File: config.mk
export PLATFORM = sky130hd
export DESIGN_NAME = nbp_top
export DESIGN_NICKNAME = d
export VERILOG_FILES = /design/src/rtl/nbp_pkg.sv /design/src/rtl/nbp_sbuf.sv /design/src/rtl/nbp_fillreg.sv /design/src/rtl/nbp_ctrl.sv /design/src/rtl/nbp_top.sv
export SDC_FILE = /design/constraint.sdc
export NUM_CORES = 1
export LEC_CHECK = 0
export ABC_AREA = 1
export BUFFER_PORTS_ARGS = -buffer_cell sky130_fd_sc_hd__buf_2
export CAP_MARGIN = 20
export CORE_ASPECT_RATIO = 0.5
export CORE_MARGIN = 2
export CORE_UTILIZATION = 54
export DETAILED_ROUTE_END_ITERATION = 16
export PLACE_DENSITY = 0.79
export SYNTH_ARGS = -nofsm -noshare
export SYNTH_HDL_FRONTEND = slang
export SYNTH_SLANG_ARGS = --single-unit
File: constraint.sdc
create_clock -name clk -period 4.94 [get_ports clk]
set_clock_uncertainty 0.1 [all_clocks]
set_input_delay 0.494 -clock clk [delete_from_list [all_inputs] [get_ports clk]]
set_output_delay 0.494 -clock clk [all_outputs]
set_load 0.02 [all_outputs]
File: src/rtl/nbp_pkg.sv
package nbp_pkg;
  typedef enum logic [2:0] {
    ST_IDLE,
    ST_DEM_REQ,
    ST_PF_REQ,
    ST_DEM_RSP,
    ST_WAIT_PF,
    ST_DRAIN
  } nbp_state_e;
endpackage

File: src/rtl/nbp_sbuf.sv
module nbp_sbuf #(
  parameter int BLK_W  = 8,
  parameter int DATA_W = 32
) (
  input  logic              clk,
  input  logic              rst_n,
  input  logic              arm,
  input  logic [BLK_W-1:0]  arm_blk,
  input  logic              load,
  input  logic [DATA_W-1:0] load_data,
  output logic [BLK_W-1:0]  sb_blk,
  output logic [DATA_W-1:0] sb_data,
  output logic              sb_valid,
  output logic              sb_pending
);
  logic [BLK_W-1:0]  blk_nx;
  logic [DATA_W-1:0] data_nx;
  logic              valid_nx, pend_nx;
  logic              data_en;

  always_comb begin
    blk_nx   = sb_blk;
    valid_nx = sb_valid;
    pend_nx  = sb_pending;
    data_en  = 1'b0;
    data_nx  = load_data;
    if (arm) begin
      blk_nx   = arm_blk;
      valid_nx = 1'b0;
      pend_nx  = 1'b1;
    end else if (load) begin
      valid_nx = 1'b1;
      pend_nx  = 1'b0;
      data_en  = 1'b1;
    end
  end

  always_ff @(posedge clk or negedge rst_n) begin
    if (!rst_n) begin
      sb_blk     <= '0;
      sb_valid   <= 1'b0;
      sb_pending <= 1'b0;
    end else begin
      sb_blk     <= blk_nx;
      sb_valid   <= valid_nx;
      sb_pending <= pend_nx;
    end
  end

  always_ff @(posedge clk) begin
    if (data_en) sb_data <= data_nx;
  end


  sb_excl_chk: assert property (@(posedge clk) disable iff (!rst_n)
    !(sb_valid && sb_pending));


  sb_load_chk: assert property (@(posedge clk) disable iff (!rst_n)
    (load && !arm) |=> (sb_valid && sb_data == $past(load_data)));
endmodule

File: src/rtl/nbp_fillreg.sv
module nbp_fillreg #(
  parameter int BLK_W  = 8,
  parameter int DATA_W = 32
) (
  input  logic              clk,
  input  logic              rst_n,
  input  logic              set,
  input  logic [BLK_W-1:0]  set_blk,
  input  logic [DATA_W-1:0] set_data,
  output logic              fill_valid,
  output logic [BLK_W-1:0]  fill_blk,
  output logic [DATA_W-1:0] fill_data
);
  always_ff @(posedge clk or negedge rst_n) begin
    if (!rst_n) fill_valid <= 1'b0;
    else        fill_valid <= set;
  end

  always_ff @(posedge clk) begin
    if (set) begin
      fill_blk  <= set_blk;
      fill_data <= set_data;
    end
  end
endmodule

File: src/rtl/nbp_ctrl.sv
module nbp_ctrl
  import nbp_pkg::*;
#(
  parameter int BLK_W  = 8,
  parameter int DATA_W = 32
) (
  input  logic              clk,
  input  logic              rst_n,
  input  logic              miss_req,
  input  logic [BLK_W-1:0]  miss_blk,
  output logic              busy,
  input  logic              mem_req_ready,
  output logic              mem_req_valid,
  output logic [BLK_W-1:0]  mem_req_blk,
  output logic              mem_req_pf,
  input  logic              mem_rsp_valid,
  input  logic [DATA_W-1:0] mem_rsp_data,
  input  logic [BLK_W-1:0]  sb_blk,
  input  logic [DATA_W-1:0] sb_data,
  input  logic              sb_valid,
  input  logic              sb_pending,
  output logic              sb_arm,
  output logic [BLK_W-1:0]  sb_arm_blk,
  output logic              sb_load,
  output logic              fill_set,
  output logic [BLK_W-1:0]  fill_set_blk,
  output logic [DATA_W-1:0] fill_set_data
);
  nbp_state_e       state, st_nx;
  logic [BLK_W-1:0] cur_blk, cur_nx;
  logic             dem_out, dem_nx, pf_out, pf_nx;
  logic             pf_arrive, eff_valid, eff_pend;
  logic [DATA_W-1:0] eff_data;

  assign busy      = (state != ST_IDLE);
  assign pf_arrive = mem_rsp_valid && pf_out && !dem_out;
  assign eff_valid = sb_valid || pf_arrive;
  assign eff_pend  = sb_pending && !pf_arrive;
  assign eff_data  = pf_arrive ? mem_rsp_data : sb_data;

  always_comb begin
    st_nx         = state;
    cur_nx        = cur_blk;
    dem_nx        = dem_out;
    pf_nx         = pf_out;
    mem_req_valid = 1'b0;
    mem_req_blk   = cur_blk;
    mem_req_pf    = 1'b0;
    sb_arm        = 1'b0;
    sb_arm_blk    = cur_blk + 1'b1;
    sb_load       = 1'b0;
    fill_set      = 1'b0;
    fill_set_blk  = cur_blk;
    fill_set_data = mem_rsp_data;

    if (mem_rsp_valid) begin
      if (dem_out) begin
        fill_set = 1'b1;
        dem_nx   = 1'b0;
      end else if (pf_out) begin
        pf_nx = 1'b0;
        if (state == ST_WAIT_PF) begin
          fill_set = 1'b1;
          sb_arm   = 1'b1;
          st_nx    = ST_PF_REQ;
        end else if (state == ST_DRAIN) begin
          sb_arm = 1'b1;
          st_nx  = ST_DEM_REQ;
        end else begin
          sb_load = 1'b1;
        end
      end
    end

    unique case (state)
      ST_IDLE: begin
        if (miss_req) begin
          cur_nx     = miss_blk;
          sb_arm_blk = miss_blk + 1'b1;
          if (eff_valid && sb_blk == miss_blk) begin
            fill_set      = 1'b1;
            fill_set_blk  = miss_blk;
            fill_set_data = eff_data;
            sb_arm        = 1'b1;
            st_nx         = ST_PF_REQ;
          end else if (eff_pend && sb_blk == miss_blk) begin
            st_nx = ST_WAIT_PF;
          end else if (eff_pend) begin
            st_nx = ST_DRAIN;
          end else begin
            sb_arm = 1'b1;
            st_nx  = ST_DEM_REQ;
          end
        end
      end
      ST_DEM_REQ: begin
        mem_req_valid = 1'b1;
        if (mem_req_ready) begin
          dem_nx = 1'b1;
          st_nx  = ST_PF_REQ;
        end
      end
      ST_PF_REQ: begin
        mem_req_valid = 1'b1;
        mem_req_blk   = sb_blk;
        mem_req_pf    = 1'b1;
        if (mem_req_ready) begin
          pf_nx = 1'b1;
          st_nx = dem_nx ? ST_DEM_RSP : ST_IDLE;
        end
      end
      ST_DEM_RSP: begin
        if (!dem_nx) st_nx = ST_IDLE;
      end
      default: ;
    endcase
  end

  always_ff @(posedge clk or negedge rst_n) begin
    if (!rst_n) begin
      state   <= ST_IDLE;
      cur_blk <= '0;
      dem_out <= 1'b0;
      pf_out  <= 1'b0;
    end else begin
      state   <= st_nx;
      cur_blk <= cur_nx;
      dem_out <= dem_nx;
      pf_out  <= pf_nx;
    end
  end


  req_hold_chk: assert property (@(posedge clk) disable iff (!rst_n)
    (mem_req_valid && !mem_req_ready) |=>
      (mem_req_valid && $stable(mem_req_blk) && $stable(mem_req_pf)));


  dem_then_pf_chk: assert property (@(posedge clk) disable iff (!rst_n)
    (mem_req_valid && mem_req_ready && !mem_req_pf) |=>
      (mem_req_valid && mem_req_pf &&
       mem_req_blk == BLK_W'($past(mem_req_blk) + 1'b1)));


  pf_target_chk: assert property (@(posedge clk) disable iff (!rst_n)
    (mem_req_valid && mem_req_pf) |-> (sb_pending && !sb_valid && mem_req_blk == sb_blk));


  miss_idle_chk: assert property (@(posedge clk) disable iff (!rst_n)
    miss_req |-> !busy);
endmodule

File: src/rtl/nbp_top.sv
module nbp_top #(
  parameter int BLK_W  = 8,
  parameter int DATA_W = 32
) (
  input  logic              clk,
  input  logic              rst_n,
  input  logic              miss_req,
  input  logic [BLK_W-1:0]  miss_blk,
  output logic              busy,
  output logic              fill_valid,
  output logic [BLK_W-1:0]  fill_blk,
  output logic [DATA_W-1:0] fill_data,
  output logic              mem_req_valid,
  input  logic              mem_req_ready,
  output logic [BLK_W-1:0]  mem_req_blk,
  output logic              mem_req_pf,
  input  logic              mem_rsp_valid,
  input  logic [DATA_W-1:0] mem_rsp_data
);
  logic [BLK_W-1:0]  sb_blk, sb_arm_blk, fill_set_blk;
  logic [DATA_W-1:0] sb_data, fill_set_data;
  logic              sb_valid, sb_pending, sb_arm, sb_load, fill_set;

  nbp_ctrl #(.BLK_W(BLK_W), .DATA_W(DATA_W)) u_ctrl (
    .clk           (clk),
    .rst_n         (rst_n),
    .miss_req      (miss_req),
    .miss_blk      (miss_blk),
    .busy          (busy),
    .mem_req_ready (mem_req_ready),
    .mem_req_valid (mem_req_valid),
    .mem_req_blk   (mem_req_blk),
    .mem_req_pf    (mem_req_pf),
    .mem_rsp_valid (mem_rsp_valid),
    .mem_rsp_data  (mem_rsp_data),
    .sb_blk        (sb_blk),
    .sb_data       (sb_data),
    .sb_valid      (sb_valid),
    .sb_pending    (sb_pending),
    .sb_arm        (sb_arm),
    .sb_arm_blk    (sb_arm_blk),
    .sb_load       (sb_load),
    .fill_set      (fill_set),
    .fill_set_blk  (fill_set_blk),
    .fill_set_data (fill_set_data)
  );

  nbp_sbuf #(.BLK_W(BLK_W), .DATA_W(DATA_W)) u_sbuf (
    .clk        (clk),
    .rst_n      (rst_n),
    .arm        (sb_arm),
    .arm_blk    (sb_arm_blk),
    .load       (sb_load),
    .load_data  (mem_rsp_data),
    .sb_blk     (sb_blk),
    .sb_data    (sb_data),
    .sb_valid   (sb_valid),
    .sb_pending (sb_pending)
  );

  nbp_fillreg #(.BLK_W(BLK_W), .DATA_W(DATA_W)) u_fill (
    .clk        (clk),
    .rst_n      (rst_n),
    .set        (fill_set),
    .set_blk    (fill_set_blk),
    .set_data   (fill_set_data),
    .fill_valid (fill_valid),
    .fill_blk   (fill_blk),
    .fill_data  (fill_data)
  );


  sb_hit_fill_chk: assert property (@(posedge clk) disable iff (!rst_n)
    (miss_req && !busy && sb_valid && sb_blk == miss_blk) |=>
      (fill_valid && fill_blk == $past(miss_blk) && fill_data == $past(sb_data)));


  fill_pulse_chk: assert property (@(posedge clk) disable iff (!rst_n)
    fill_valid |=> !fill_valid);
endmodule

==> results of run 1 <==
==> registers in the layout, indices dropped and copies added, names as in the netlist <==
signal             flops
u_fill.fill_blk        8
u_sbuf.sb_valid        1
u_sbuf.sb_data        32
u_sbuf.sb_pending      1
u_sbuf.sb_blk          8
u_fill.fill_data      32
u_ctrl.pf_out          1
u_ctrl.dem_out         1
u_ctrl.state           3
u_ctrl.cur_blk         8
u_fill.fill_valid      1
==> layout make-up <==
cell class / count / area (µm²) / share of cell area, %
clock buffer: 12 / 236 / 4.50
timing repair buffer: 100 / 510 / 9.72
inverter: 28 / 105 / 2.00
multi-input combinational: 301 / 1470 / 27.9
clock inverter: 4 / 30.0 / 0.572
sequential: 96 / 2760 / 52.6
tap: 112 / 140 / 2.67
==> per-stage QoR <==
| stage | area (µm²) | total power, W | setup WS [ps] |
|---|---|---|---|
| 5_1_grt | 5250 | 0.00276 | 1840 |
| 4_1_cts | 5250 | 0.00262 | 2060 |
| 3_3_place_gp | 4980 | 0.00197 | 2140 |
| 2_1_floorplan | 4450 | 0.00175 | 770 |
| 3_5_place_dp | 4980 | 0.00199 | 2040 |
| 6_report | 5250 | 0.00261 | 2060 |
==> cells in the mapped netlist <==
cell | instances | share of area (%)
clkbuf_1 | 6 | 0.51
or2_1 | 1 | 0.14
ha_1 | 2 | 0.56
nand4_1 | 33 | 4.6
o21ai_0 | 26 | 2.9
nand3b_1 | 2 | 0.34
nand3_4 | 2 | 0.79
xnor2_1 | 4 | 0.79
nand4_4 | 1 | 0.48
buf_6 | 5 | 1.3
buf_2 | 2 | 0.23
edfxtp_1 | 72 | 49
nor2_4 | 3 | 0.76
a21oi_1 | 4 | 0.45
a31oi_1 | 1 | 0.14
or2_2 | 1 | 0.14
inv_2 | 4 | 0.34
inv_1 | 24 | 2.0
nand2_1 | 169 | 14
nand2_2 | 1 | 0.14
and2_1 | 1 | 0.14
o21ai_1 | 8 | 0.90
buf_4 | 5 | 0.84
buf_1 | 3 | 0.25
nand3_1 | 23 | 2.6
a21boi_0 | 1 | 0.17
o31ai_1 | 2 | 0.34
nor2_1 | 10 | 0.84
nor2_2 | 2 | 0.28
dfrtp_1 | 24 | 14
xor2_1 | 2 | 0.39
nor3_1 | 2 | 0.23
==> logic make-up after synthesis <==
| group | Yosys count |
|---|---|
| AND/OR/NAND/NOR | 251 |
| flip-flops | 96 |
| buffers and inverters | 49 |
| AO/OA/AOI/OAI | 42 |
| XOR/XNOR | 6 |
| adder cells (fa/ha/maj) | 2 |
==> where the power goes <==
part           internal [W]  switching [W]  total (W)
Combinational      0.000246       0.000571   0.000817
Sequential          0.00106       0.000108    0.00116
Clock              0.000343       0.000283   0.000627
==> per-layer routing <==
metal  routed length (µm)  vias up  track usage (%)  part of all wire [%]
met5                    0        -                0                     0
met1                 4140     1594             28.2                    44
met3                  514       17             5.26                   5.5
met4                  153        0             8.60                   1.6
li1                     -     1702                -                     -
met2                 4570      112             36.4                    49
==> critical path, cell delays in order, from the launching register on <==
cell and delay [ps]:
dfrtp_1 440, nor2_2 190, nand3_4 280, nor3_1 210, nand2_1 330, a21boi_4 930
==> worst max-delay path by stage <==
stage / endpoint / depth (start not counted)
after floorplan: u_fill.fill_blk[0]$_DFFE_PP_ / 4
after global placement: u_fill.fill_data[24]$_DFFE_PP_ / 8
after detailed placement: u_sbuf.sb_data[29]$_DFFE_PP_ / 5
after CTS: u_sbuf.sb_data[29]$_DFFE_PP_ / 5
after global routing: u_sbuf.sb_data[27]$_DFFE_PP_ / 5
final: u_sbuf.sb_data[29]$_DFFE_PP_ / 5
==> PnR_summary.wiki, run 1 <==
{| class="wikitable"
! Metric !! Value
|-
| Remaining global-route overflow || 0
|-
| Reg2reg start || u_ctrl.state[1]$_DFF_PN0_
|-
| Die outline height || roughly 70 µm
|-
| Detailed-router iteration count before antenna repair || 5
|-
| Count of placed standard cells including taps || 637
|-
| Seq/Total Area, Yosys || 62.1%
|-
| Static leakage || between 2 and 2.5 nW
|-
| Count of pins on the block boundary || between 90 and 100
|-
| Worst supply voltage drop on vdd || 0.238 mV
|-
| Number of warning messages in the yosys log || 0
|-
| Number of port buffers || 96
|-
| Commonest non-fill, non-tap cell in the layout || nand2_1
|-
| Average detailed-routed wire length per instance || ~14 µm
|-
| Number of sinks driven by the clock tree || 96
|-
| Number of nets in the layout || just under 600
|-
| Flop-to-flop setup slack || 2060 ps
|-
| Final routed wirelength across all metal layers || 9370 µm
|-
| Maximum fanout along the worst path || 32
|-
| Number of synthesized register bits || 96
|-
| CTS root buffer || clkbuf_16
|-
| Type of destination of the critical path || register
|-
| Terminus of the critical flop-to-flop path || u_sbuf.sb_data[29]$_DFFE_PP_
|-
| Slew at the pin closest to its max-slew limit || between 1000 and 1500 ps
|-
| Setup Fix Bufs, Post-CTS || 0
|-
| Syn Std Cell Area || around 0.0044 mm²
|-
| Fraction of layout cells with a size suffix above 1 || about a quarter
|-
| Vias after detailed routing || approximately 3.4k
|-
| Antenna cell count || 0
|-
| RSZ-0062 raised after global routing || no
|-
| Wire length of the first global-routing pass || ~15000 µm
|-
| CTS Buffer Depth || 2
|-
| Clock-pin transition on the worst setup and hold timing paths || approximately 60 ps
|-
| Worst rel slew slack || 30.6%
|-
| First DRT Iteration DRCs || 228
|-
| Number of hold buffers added after CTS || 0
|-
| TritonCTS clock tree || done
|-
| Final Cycle Share || between 50% and 60%
|-
| Clock latency reported for the late side of the worst-skew pair || 340 ps
|-
| Avg Cell Area, Syn || around 10 µm²
|-
| Smallest hold slack || 48.2 ps
|-
| Basic-gate share of the synthesized area counting and, or, nand and nor cells || ~26%
|-
| Setup violators final || 0
|-
| Site row count || 23
|-
| Fin crit period || roughly 2900 ps
|-
| Post-synthesis compound-gate area fraction || ~5%
|-
| Xor/xnor share of the synthesized area || ~1.2%
|-
| Total half-perimeter wirelength after legalization and detailed placement || about 6500 µm
|-
| Number of pins with negative max-slew slack in the final report || 0
|-
| Startpoint Class || register
|-
| Final setup TNS || 0 ps
|-
| Net count of the mapped netlist || approximately 490
|-
| Post-cts repair resize count || 0
|-
| Maximum number of pins on one net before global-route repair || 36
|-
| Die X-Extent || between 100 and 150 µm
|-
| Residual DRC count || 0
|-
| Most frequent cells in the layout || nand2_1 (169), buf_2 (96), edfxtp_1 (72)
|-
| Worst hold path class || primary input to async pin
|-
| Count of mapped cells out of synthesis || ~450
|-
| Number of standard cells in the layout, taps in and fillers out || between 600 and 700
|-
| Dominant combinational cell family by area after synthesis || simple AND/OR/NAND/NOR gates
|-
| Std-Cell Core Area || between 0.008 and 0.009 mm²
|-
| Antenna-violating nets left || 0
|-
| Result of the run || completed
|-
| Vias per Instance || between 5 and 6
|-
| Count of distinct cell types in the synthesized netlist || 32
|-
| Area growth from synthesis to final layout || 18.0%
|-
| Reg2reg path depth || 5
|-
| Hold violation count in the final report || 0
|-
| Tot GR Track Use || 21.7%
|-
| Share of synthesized area spent on multiplexers || 0%
|-
| Number of fill cells in the layout || roughly 650
|-
| Starting density of the core || a little under three fifths
|-
| Worst setup path startpoint || u_ctrl.state[1]$_DFF_PN0_
|-
| Count of H-tree levels built during CTS || 3
|-
| Max_cap viols || 0
|-
| Setup Crit Path Kind || register to register
|-
| Via count of the first global-routing pass || 3073
|-
| Highest clock rate || approximately 350 MHz
|-
| Number of buffers added by the clock tree synthesis step || 9
|-
| Antenna violations before repair || 0
|-
| Arithmetic-cell share of the synthesized area counting full adders, half adders and majority gates || less than 1%
|-
| Power density of the placed cells || 497 mW/mm²
|-
| Layout Utilization || approximately 66%
|-
| Worst EP required || about 4800 ps
|-
| Die Outline Area || between 0.009 and 0.01 mm²
|-
| Crit path arrival time || 2740 ps
|-
| Global placement routability congestion || approximately 0.88
|}
(Power assumes the default switching activity.)
==> run 2: changes to the inputs <==
--- a/config.mk
+++ b/config.mk
@@ -5,14 +5,14 @@
 export SDC_FILE = /design/constraint.sdc
 export NUM_CORES = 1
 export LEC_CHECK = 0
-export ABC_AREA = 1
+export ABC_AREA = 0
 export BUFFER_PORTS_ARGS = -buffer_cell sky130_fd_sc_hd__buf_2
 export CAP_MARGIN = 20
 export CORE_ASPECT_RATIO = 0.5
 export CORE_MARGIN = 2
-export CORE_UTILIZATION = 54
+export CORE_UTILIZATION = 49
 export DETAILED_ROUTE_END_ITERATION = 16
-export PLACE_DENSITY = 0.79
+export PLACE_DENSITY = 0.76
 export SYNTH_ARGS = -nofsm -noshare
 export SYNTH_HDL_FRONTEND = slang
 export SYNTH_SLANG_ARGS = --single-unit
==> constraint.sdc (replaced) <==
create_clock -name clk -period 2.6 [get_ports clk]
set_clock_uncertainty 0.1 [all_clocks]
set_input_delay 0.26 -clock clk [delete_from_list [all_inputs] [get_ports clk]]
set_output_delay 0.26 -clock clk [all_outputs]
set_load 0.02 [all_outputs]
==> run 2 against run 1 <==
Fmax is 22% higher. Utilization is 2.3 points lower. Total power is 90% higher. Worst setup slack worse by 1800 ps. Non-clock buffer count is 24 higher. Count of clock-buffer cells in the layout is 2 lower. Cell count is 18% lower. Hold slack worse by 35 ps. Flip-flop and latch count stayed put. Global-route usage is 2.8 points lower. Critical path type unchanged.
==> PnR_summary.wiki, run 2 <==
{| class="wikitable"
! Metric !! Value
|-
| CTS Buffer Depth || 2 (unchanged)
|-
| Worst supply voltage drop on vdd || 0.429 mV (+80%)
|-
| Die outline height || 70.7 µm (+3.7%)
|-
| Internal power consumption || 0.00334 W (+100%)
|-
| Setup WS post-layout || 233 ps (-1830 ps)
|-
| Most numerous cell in the Yosys netlist || edfxtp_1
|-
| Avg Cell Area, Syn || 15.0 µm² (+51%)
|-
| Number of pins with negative max-slew slack in the final report || 0 (unchanged)
|-
| First DRT Iteration DRCs || 224 (-1.8%)
|-
| Maximum fanout along the worst path || 8 (-75%)
|-
| Switching component of the power || 0.00162 W (+68%)
|-
| Worst rel slew slack || 62.8% (+32 points)
|-
| Maximum number of pins on one net before global-route repair || 33 (-8.3%)
|-
| Most instantiated cells after synthesis || edfxtp_1 (72), nand2_1 (35), mux2_4 (30)
|-
| TritonCTS clock tree || done
|-
| Clock latency reported for the late side of the worst-skew pair || 340 ps (about the same)
|-
| Area growth from synthesis to final layout || 26.0%
|-
| Share of total power in the clock network || 26.3% (+2.3 points)
|-
| Worst EP required || 2720 ps (-2080 ps)
|-
| Via count of the first global-routing pass || 2774 (-9.7%)
|-
| Seq/Total Area, Yosys || 63.4% (+1.3 points)
|-
| Final setup TNS || 0 ps (unchanged)
|-
| Most frequent cells in the layout || buf_2 (96), edfxtp_1 (72), nand2_1 (35)
|-
| Switching fraction of total power || 32.6% (-4.3 points)
|-
| Crit path arrival time || 2490 ps (-250 ps)
|-
| Clock-pin transition on the worst setup and hold timing paths || 60 ps (about the same)
|-
| Setup violators final || 0 (unchanged)
|-
| Hold violation count in the final report || 0 (unchanged)
|-
| Setup Crit Path Kind || register to register
|-
| Count of distinct cell types in the synthesized netlist || 45 (+41%)
|-
| Slew at the pin closest to its max-slew limit || 558 ps (-481 ps)
|-
| Number of flops mapped to enable cells by yosys || 72 (unchanged)
|-
| Highest clock rate || 422 MHz (+22%)
|-
| Count of H-tree levels built during CTS || 3 (unchanged)
|-
| Worst hold path class || primary input to register
|-
| Final Cycle Share || 91.1% (+33 points)
|-
| Vias per Instance || 5.14 (-2.0%)
|-
| Layout Utilization || 63.3% (-2.3 points)
|-
| Number of sinks driven by the clock tree || 96 (unchanged)
|-
| Setup Fix Bufs, Post-CTS || 0 (unchanged)
|-
| Share of synthesized flip-flops with an asynchronous set or reset || 25.0% (unchanged)
|-
| Static leakage || 2.25 nW (-3.9%)
|-
| Syn Std Cell Area || 0.00436 mm² (-2.0%)
|-
| Detailed-router iteration count before antenna repair || 4 (-1)
|-
| Tot GR Track Use || 18.9% (-2.8 points)
|-
| Average detailed-routed wire length per instance || 16.2 µm (+13%)
|-
| Site row count || 24 (+4.3%)
|-
| CTS root buffer || clkbuf_16
|-
| Registers with the highest flip-flop counts || u_fill.fill_data (32), u_sbuf.sb_data (32)
|-
| Number of warning messages in the yosys log || 0 (unchanged)
|-
| Final routed wirelength across all metal layers || 8650 µm (-7.7%)
|-
| Commonest non-fill, non-tap cell in the layout || buf_2
|-
| Power Total || 0.00496 W (+90%)
|-
| Remaining global-route overflow || 0 (unchanged)
|-
| Total half-perimeter wirelength after legalization and detailed placement || 6060 µm (-6.9%)
|-
| Std-Cell Core Area || 0.00868 mm² (+8.5%)
|-
| Number of nets in the layout || 459 (-21%)
|-
| Post-cts repair resize count || 0 (unchanged)
|-
| Fraction of layout cells with a size suffix above 1 || 45.3% (+21 points)
|-
| Type of destination of the critical path || register
|-
| Largest area contributor in the netlist || edfxtp_1
|-
| Antenna-violating nets left || 0 (unchanged)
|-
| RSZ-0062 raised after global routing || no
|-
| Count of mapped cells out of synthesis || 290 (-35%)
|-
| Die X-Extent || 137 µm (+3.8%)
|-
| Global placement routability congestion || 0.854 (-3.0%)
|-
| Sequential fraction of design power || 45.2% (+0.5 points)
|-
| Count of pins on the block boundary || 97 (unchanged)
|-
| Ranking of synthesized cells by area || edfxtp_1 (50%), dfrtp_1 (14%), mux2_4 (10%)
|-
| Die Outline Area || 0.00971 mm² (+7.6%)
|-
| Number of buffers added by the clock tree synthesis step || 9 (unchanged)
|-
| Result of the run || completed
|-
| Fin crit period || 2370 ps (-511 ps)
|-
| Wire length of the first global-routing pass || 13800 µm (-7.2%)
|-
| Setup Slack @ Placement || 208 ps (-1830 ps)
|-
| Power density of the placed cells || 903 mW/mm² (+82%)
|-
| Max_cap viols || 0 (unchanged)
|-
| Net count of the mapped netlist || 337 (-32%)
|-
| Number of fill cells in the layout || 660 (+1.9%)
|-
| Residual DRC count || 0 (unchanged)
|-
| Antenna cell count || 0 (unchanged)
|-
| Antenna violations before repair || 0 (unchanged)
|-
| Power share of the combinational group || 28.5% (-2.8 points)
|-
| Vias after detailed routing || 2745 (-20%)
|-
| Synth top area share || 49.6% (+1.0 points)
|-
| Startpoint Class || register
|-
| Dominant synthesized flop cell || edfxtp_1
|-
| Number of port buffers || 96 (unchanged)
|-
| Starting density of the core || 50.2% (-5.4 points)
|-
| Number of synthesized register bits || 96 (unchanged)
|}
[run 2: changes by cell type after synthesis, moves of 7 or more]
cell | before | now
mux2_2 | 0 | 24
o21ai_0 | 26 | 8
o21ai_1 | 8 | 1
mux2_4 | 0 | 30
nand3_1 | 23 | 7
inv_1 | 24 | 5
nand4_1 | 33 | 1
nand2_1 | 169 | 35
xor2_1 | 2 | 14
[run 2: cell families after synthesis]
kind of cell / count (synthesis) / share of synthesized area (%)
AOI/OAI and AO/OA: 23 / 3.59
xor gates and xnor gates: 21 / 4.22
adders and majority gates: 2 / 0.574
buffers and inverters: 18 / 2.30
DFF: 96 / 63.4
muxes: 59 / 17.7
and+or+nand+nor: 71 / 8.24
[run 2: worst paths after layout]
check / slack (ps) / endpoint / cells after the start / start
setup reg to reg: 230 / u_sbuf.sb_blk[2]$_DFFE_PN0P_ / 6 / u_sbuf.sb_blk[1]$_DFFE_PN0P_
setup / recovery: 230 / u_sbuf.sb_blk[2]$_DFFE_PN0P_ / 6 / u_sbuf.sb_blk[1]$_DFFE_PN0P_
hold reg to reg: 420 / u_ctrl.pf_out$_DFF_PN0_ / 1 / u_ctrl.pf_out$_DFF_PN0_
hold / removal: 10 / u_sbuf.sb_data[15]$_DFFE_PP_ / 1 / mem_rsp_data[15]
max in group asynchronous: 1680 / u_ctrl.cur_blk[4]$_DFFE_PN0P_ / 2 / rst_n
min in group asynchronous: 340 / u_fill.fill_valid$_DFF_PN0_ / 2 / rst_n
[run 2: repair_timing]
item	CTS	global route
endpoints found under the hold margin	37	1
setup endpoints to repair	0	0
hold buffers	14	1
[run 2: per-stage QoR]
| step | instances | instance area [µm²] | hold slack (ps) |
|---|---|---|---|
| CTS | 533 | 5480 | 1.04 |
| finish | 534 | 5490 | 13.3 |
| floorplan | 290 | 4370 | -136 |
| global route | 534 | 5490 | 2.26 |
| global placement | 503 | 5040 | 181 |
| detailed placement | 503 | 5040 | 188 |
[run 2: power by group through the flow]
stage               clock (W)  combinational [W]  sequential, W
finish                0.00131            0.00141        0.00224
global placement            0            0.00136        0.00225
detailed placement          0            0.00140        0.00227
CTS                   0.00134            0.00142        0.00224
global route          0.00139            0.00154        0.00228
floorplan                   0           0.000926        0.00228
[run 2: per-layer routing]
metal	wire length, µm	global-route usage (%)	vias up
li1	-	-	1301
met1	3820	24.3	1343
met2	4260	31.3	89
met3	452	5.30	12
met4	116	6.64	0
met5	0	0	-
[run 2: cell type report]
class	instances	area (µm²)	share of cell area, %
Sequential cell	96	2760	50.3
Multi-Input combinational cell	176	1510	27.6
Timing Repair Buffer	124	753	13.7
Clock buffer	10	229	4.17
Tap cell	117	146	2.67
Clock inverter	6	67.6	1.23
Inverter	5	18.8	0.342
[run 2: critical path: stages, from the launching register on]
cell and delay (ps):
dfrtp_1 400, xor2_1 170, nor4_2 400, nand2_2 170
buf_4 200, o2bb2ai_2 410, mux2_2 400
==> run 3: changes to the inputs <==
--- a/config.mk
+++ b/config.mk
@@ -5,7 +5,7 @@
 export SDC_FILE = /design/constraint.sdc
 export NUM_CORES = 1
 export LEC_CHECK = 0
-export ABC_AREA = 0
+export ABC_AREA = 1
 export BUFFER_PORTS_ARGS = -buffer_cell sky130_fd_sc_hd__buf_2
 export CAP_MARGIN = 20
 export CORE_ASPECT_RATIO = 0.5
@@ -15,4 +15,5 @@
 export PLACE_DENSITY = 0.76
 export SYNTH_ARGS = -nofsm -noshare
 export SYNTH_HDL_FRONTEND = slang
+export SYNTH_HIERARCHICAL = 1
 export SYNTH_SLANG_ARGS = --single-unit
==> run 3 against run 2 <==
Synthesized area barely moved. Non-clock buffer count fell by 8. Design area shrank 1.9%. Synthesized cell count up 55%. Routed wire length rose by 11%. Register-to-register slack lost 40 ps. Worst setup slack lost 37 ps. Clock power about the same. Global-route usage is 1.4 points higher.
==> PnR_summary.wiki, run 3 <==
{| class="wikitable"
! Metric !! Value
|-
| Count of pins on the block boundary || 97 (unchanged)
|-
| Wire length of the first global-routing pass || 15100 µm (+9.4%)
|-
| Commonest non-fill, non-tap cell in the layout || nand2_1
|-
| Number of buffers added by the clock tree synthesis step || 9 (unchanged)
|-
| Reg2reg start || u_ctrl/dem_out$_DFF_PN0_
|-
| Starting density of the core || 50.2% (about the same)
|-
| Ranking of synthesized cells by area || edfxtp_1 (50%), nand2_1 (15%), dfrtp_1 (14%)
|-
| Residual DRC count || 0 (unchanged)
|-
| Antenna cell count || 0 (unchanged)
|-
| Number of synthesized register bits || 96 (unchanged)
|-
| Most numerous cell in the Yosys netlist || nand2_1
|-
| Seq/Total Area, Yosys || 63.4% (about the same)
|-
| Antenna-violating nets left || 0 (unchanged)
|-
| Worst hold path class || primary input to register
|-
| Static leakage || 2.47 nW (+9.7%)
|-
| Final routed wirelength across all metal layers || 9610 µm (+11%)
|-
| Remaining global-route overflow || 0 (unchanged)
|-
| Dominant synthesized flop cell || edfxtp_1
|-
| Number of warning messages in the yosys log || 6 (+6)
|-
| Terminus of the critical flop-to-flop path || u_sbuf/sb_data[3]$_DFFE_PP_
|-
| Highest clock rate || 416 MHz (-1.5%)
|-
| Clock-pin transition on the worst setup and hold timing paths || 70 ps (about the same)
|-
| Power density of the placed cells || 867 mW/mm² (-4.0%)
|-
| Area growth from synthesis to final layout || 23.5%
|-
| Share of synthesized flip-flops with an asynchronous set or reset || 25.0% (unchanged)
|-
| Setup violators final || 0 (unchanged)
|-
| Setup Crit Path Kind || register to register
|-
| Count of H-tree levels built during CTS || 3 (unchanged)
|-
| Worst supply voltage drop on vdd || 0.463 mV (+7.9%)
|-
| Vias after detailed routing || 3526 (+28%)
|-
| Syn Std Cell Area || 0.00436 mm² (about the same)
|-
| Max_cap viols || 0 (unchanged)
|-
| Smallest hold slack || 6.80 ps (-6.53 ps)
|-
| Worst rel slew slack || 61.8% (-0.94 points)
|-
| Synth top area share || 49.6% (about the same)
|-
| Result of the run || completed
|-
| Hold violation count in the final report || 0 (unchanged)
|-
| Number of flops mapped to enable cells by yosys || 72 (unchanged)
|-
| Number of standard cells in the layout, taps in and fillers out || 683 (+28%)
|-
| Net count of the mapped netlist || 497 (+47%)
|-
| Number of port buffers || 96 (unchanged)
|-
| Detailed-router iteration count before antenna repair || 5 (+1)
|-
| Via count of the first global-routing pass || 3230 (+16%)
|-
| Vias per Instance || 5.16 (+0.43%)
|-
| Startpoint Class || register
|-
| RSZ-0062 raised after global routing || no
|-
| Hold Crit Endpoint || u_sbuf/sb_data[12]$_DFFE_PP_
|-
| Flop-to-flop setup slack || 200 ps (-40 ps)
|-
| Site row count || 24 (unchanged)
|-
| Worst setup path startpoint || u_ctrl/dem_out$_DFF_PN0_
|-
| Post-cts repair resize count || 0 (unchanged)
|-
| Die X-Extent || 137 µm (about the same)
|-
| Worst EP required || 2500 ps (-220 ps)
|-
| Die outline height || 70.7 µm (about the same)
|-
| Std-Cell Core Area || 0.00868 mm² (unchanged)
|-
| Largest area contributor in the netlist || edfxtp_1
|-
| CTS root buffer || clkbuf_16
|-
| Number of nets in the layout || 608 (+32%)
|-
| Global placement routability congestion || 0.824 (-3.5%)
|-
| Count of distinct cell types in the synthesized netlist || 32 (-29%)
|-
| Number of pins with negative max-slew slack in the final report || 0 (unchanged)
|-
| Tot GR Track Use || 20.4% (+1.4 points)
|-
| Avg Cell Area, Syn || 9.69 µm² (-36%)
|-
| Count of mapped cells out of synthesis || 450 (+55%)
|-
| Worst hold start || mem_rsp_data[12]
|-
| Type of destination of the critical path || register
|-
| Final Cycle Share || 92.5% (+1.4 points)
|-
| Final setup TNS || 0 ps (unchanged)
|-
| Reg2reg path depth || 12 (+6)
|-
| Setup Fix Bufs, Post-CTS || 0 (unchanged)
|-
| Most frequent cells in the layout || nand2_1 (168), buf_2 (96), edfxtp_1 (72)
|-
| Maximum number of pins on one net before global-route repair || 35 (+6.1%)
|-
| Crit path arrival time || 2300 ps (-190 ps)
|-
| Total half-perimeter wirelength after legalization and detailed placement || 6380 µm (+5.2%)
|-
| Cell depth of the worst hold path || 1 (unchanged)
|-
| Most instantiated cells after synthesis || nand2_1 (169), edfxtp_1 (72), nand3_1 (46)
|-
| Number of sinks driven by the clock tree || 96 (unchanged)
|-
| Maximum fanout along the worst path || 32 (+24)
|-
| TritonCTS clock tree || done
|-
| Average detailed-routed wire length per instance || 14.1 µm (-13%)
|-
| Fraction of layout cells with a size suffix above 1 || 24.0% (-21 points)
|-
| Clock latency reported for the late side of the worst-skew pair || 340 ps (about the same)
|-
| Registers with the highest flip-flop counts || u_fill/fill_data (32), u_sbuf/sb_data (32)
|-
| First DRT Iteration DRCs || 311 (+39%)
|-
| Count of placed standard cells including taps || 655 (+30%)
|-
| Antenna violations before repair || 0 (unchanged)
|-
| Fin crit period || 2400 ps (+36.5 ps)
|-
| Die Outline Area || 0.00971 mm² (about the same)
|-
| Slew at the pin closest to its max-slew limit || 572 ps (+14.2 ps)
|-
| CTS Buffer Depth || 2 (unchanged)
|-
| Number of hold buffers added after CTS || 11 (-3)
|}
## run 3: changes by cell type after synthesis, sizes merged, moves of 3 or more
cell	delta
nor2	+6
nand2	+136
inv	+37
buf	+3
xnor2	-6
o21ai	+22
nand3	+40
mux2	-54
xor2	-13
and3	-3
mux2i	-5
## run 3: power by group
group,leakage [nW],internal [W],switching [W]
Combinational,1.38,0.000434,0.000787
Clock,0.144,0.000754,0.000580
Sequential,0.950,0.00192,0.000197
## run 3: final cells by class
| type | instances | area (µm²) |
|---|---|---|
| Fill cell | 737 | 3290 |
| Tap cell | 117 | 146 |
| Clock inverter | 7 | 76.3 |
| Sequential cell | 96 | 2760 |
| Inverter | 43 | 173 |
| Clock buffer | 9 | 225 |
| Multi-Input combinational cell | 295 | 1330 |
| Timing Repair Buffer | 116 | 673 |
## run 3: cell families after synthesis
| family | after synthesis | synth area share, % |
|---|---|---|
| AND/OR/NAND/NOR | 248 | 24.0 |
| AO/OA/AOI/OAI | 43 | 5.42 |
| buffers and inverters | 59 | 6.20 |
| XOR/XNOR | 2 | 0.402 |
| adder cells (fa/ha/maj) | 2 | 0.574 |
| flip-flops | 96 | 63.4 |
## run 3: per-stage QoR
stage | setup slack, ps | utilization [%] | power [W] | cell area (µm²)
detailed placement | 244 | 57.2 | 0.00334 | 4960
global route | 22.9 | 62.1 | 0.00492 | 5390
finish | 196 | 62.1 | 0.00467 | 5390
floorplan | 22.0 | - | 0.00294 | 4370
CTS | 206 | 61.9 | 0.00468 | 5380
global placement | 318 | 57.2 | 0.00329 | 4960
## run 3: layer usage
metal | global-route usage (%) | routed length (µm)
met3 | 6.16 | 640
met1 | 25.6 | 4130
met5 | 0 | 0
met4 | 5.84 | 126
met2 | 34.5 | 4710
## run 3: worst max-delay path, stage by stage (launching register included)
cell	delay, ps
dfrtp_1	340
inv_1	50
nand2_1	80
nor2_1	90
or2_2	340
nand2_1	90
nand3_1	70
nand2_1	90
nand2_1	150
inv_8	130
nand2_2	80
clkinvlp_4	70
buf_4	370
## run 3: worst max-delay path by stage
stage / to / slack (ps)
2_1_floorplan: u_sbuf/sb_data[0]$_DFFE_PP_ / 20
3_3_place_gp: u_sbuf/sb_data[10]$_DFFE_PP_ / 320
3_5_place_dp: u_sbuf/sb_data[4]$_DFFE_PP_ / 240
4_1_cts: u_sbuf/sb_data[19]$_DFFE_PP_ / 210
5_1_grt: u_sbuf/sb_data[19]$_DFFE_PP_ / 20
6_report: u_sbuf/sb_data[3]$_DFFE_PP_ / 200
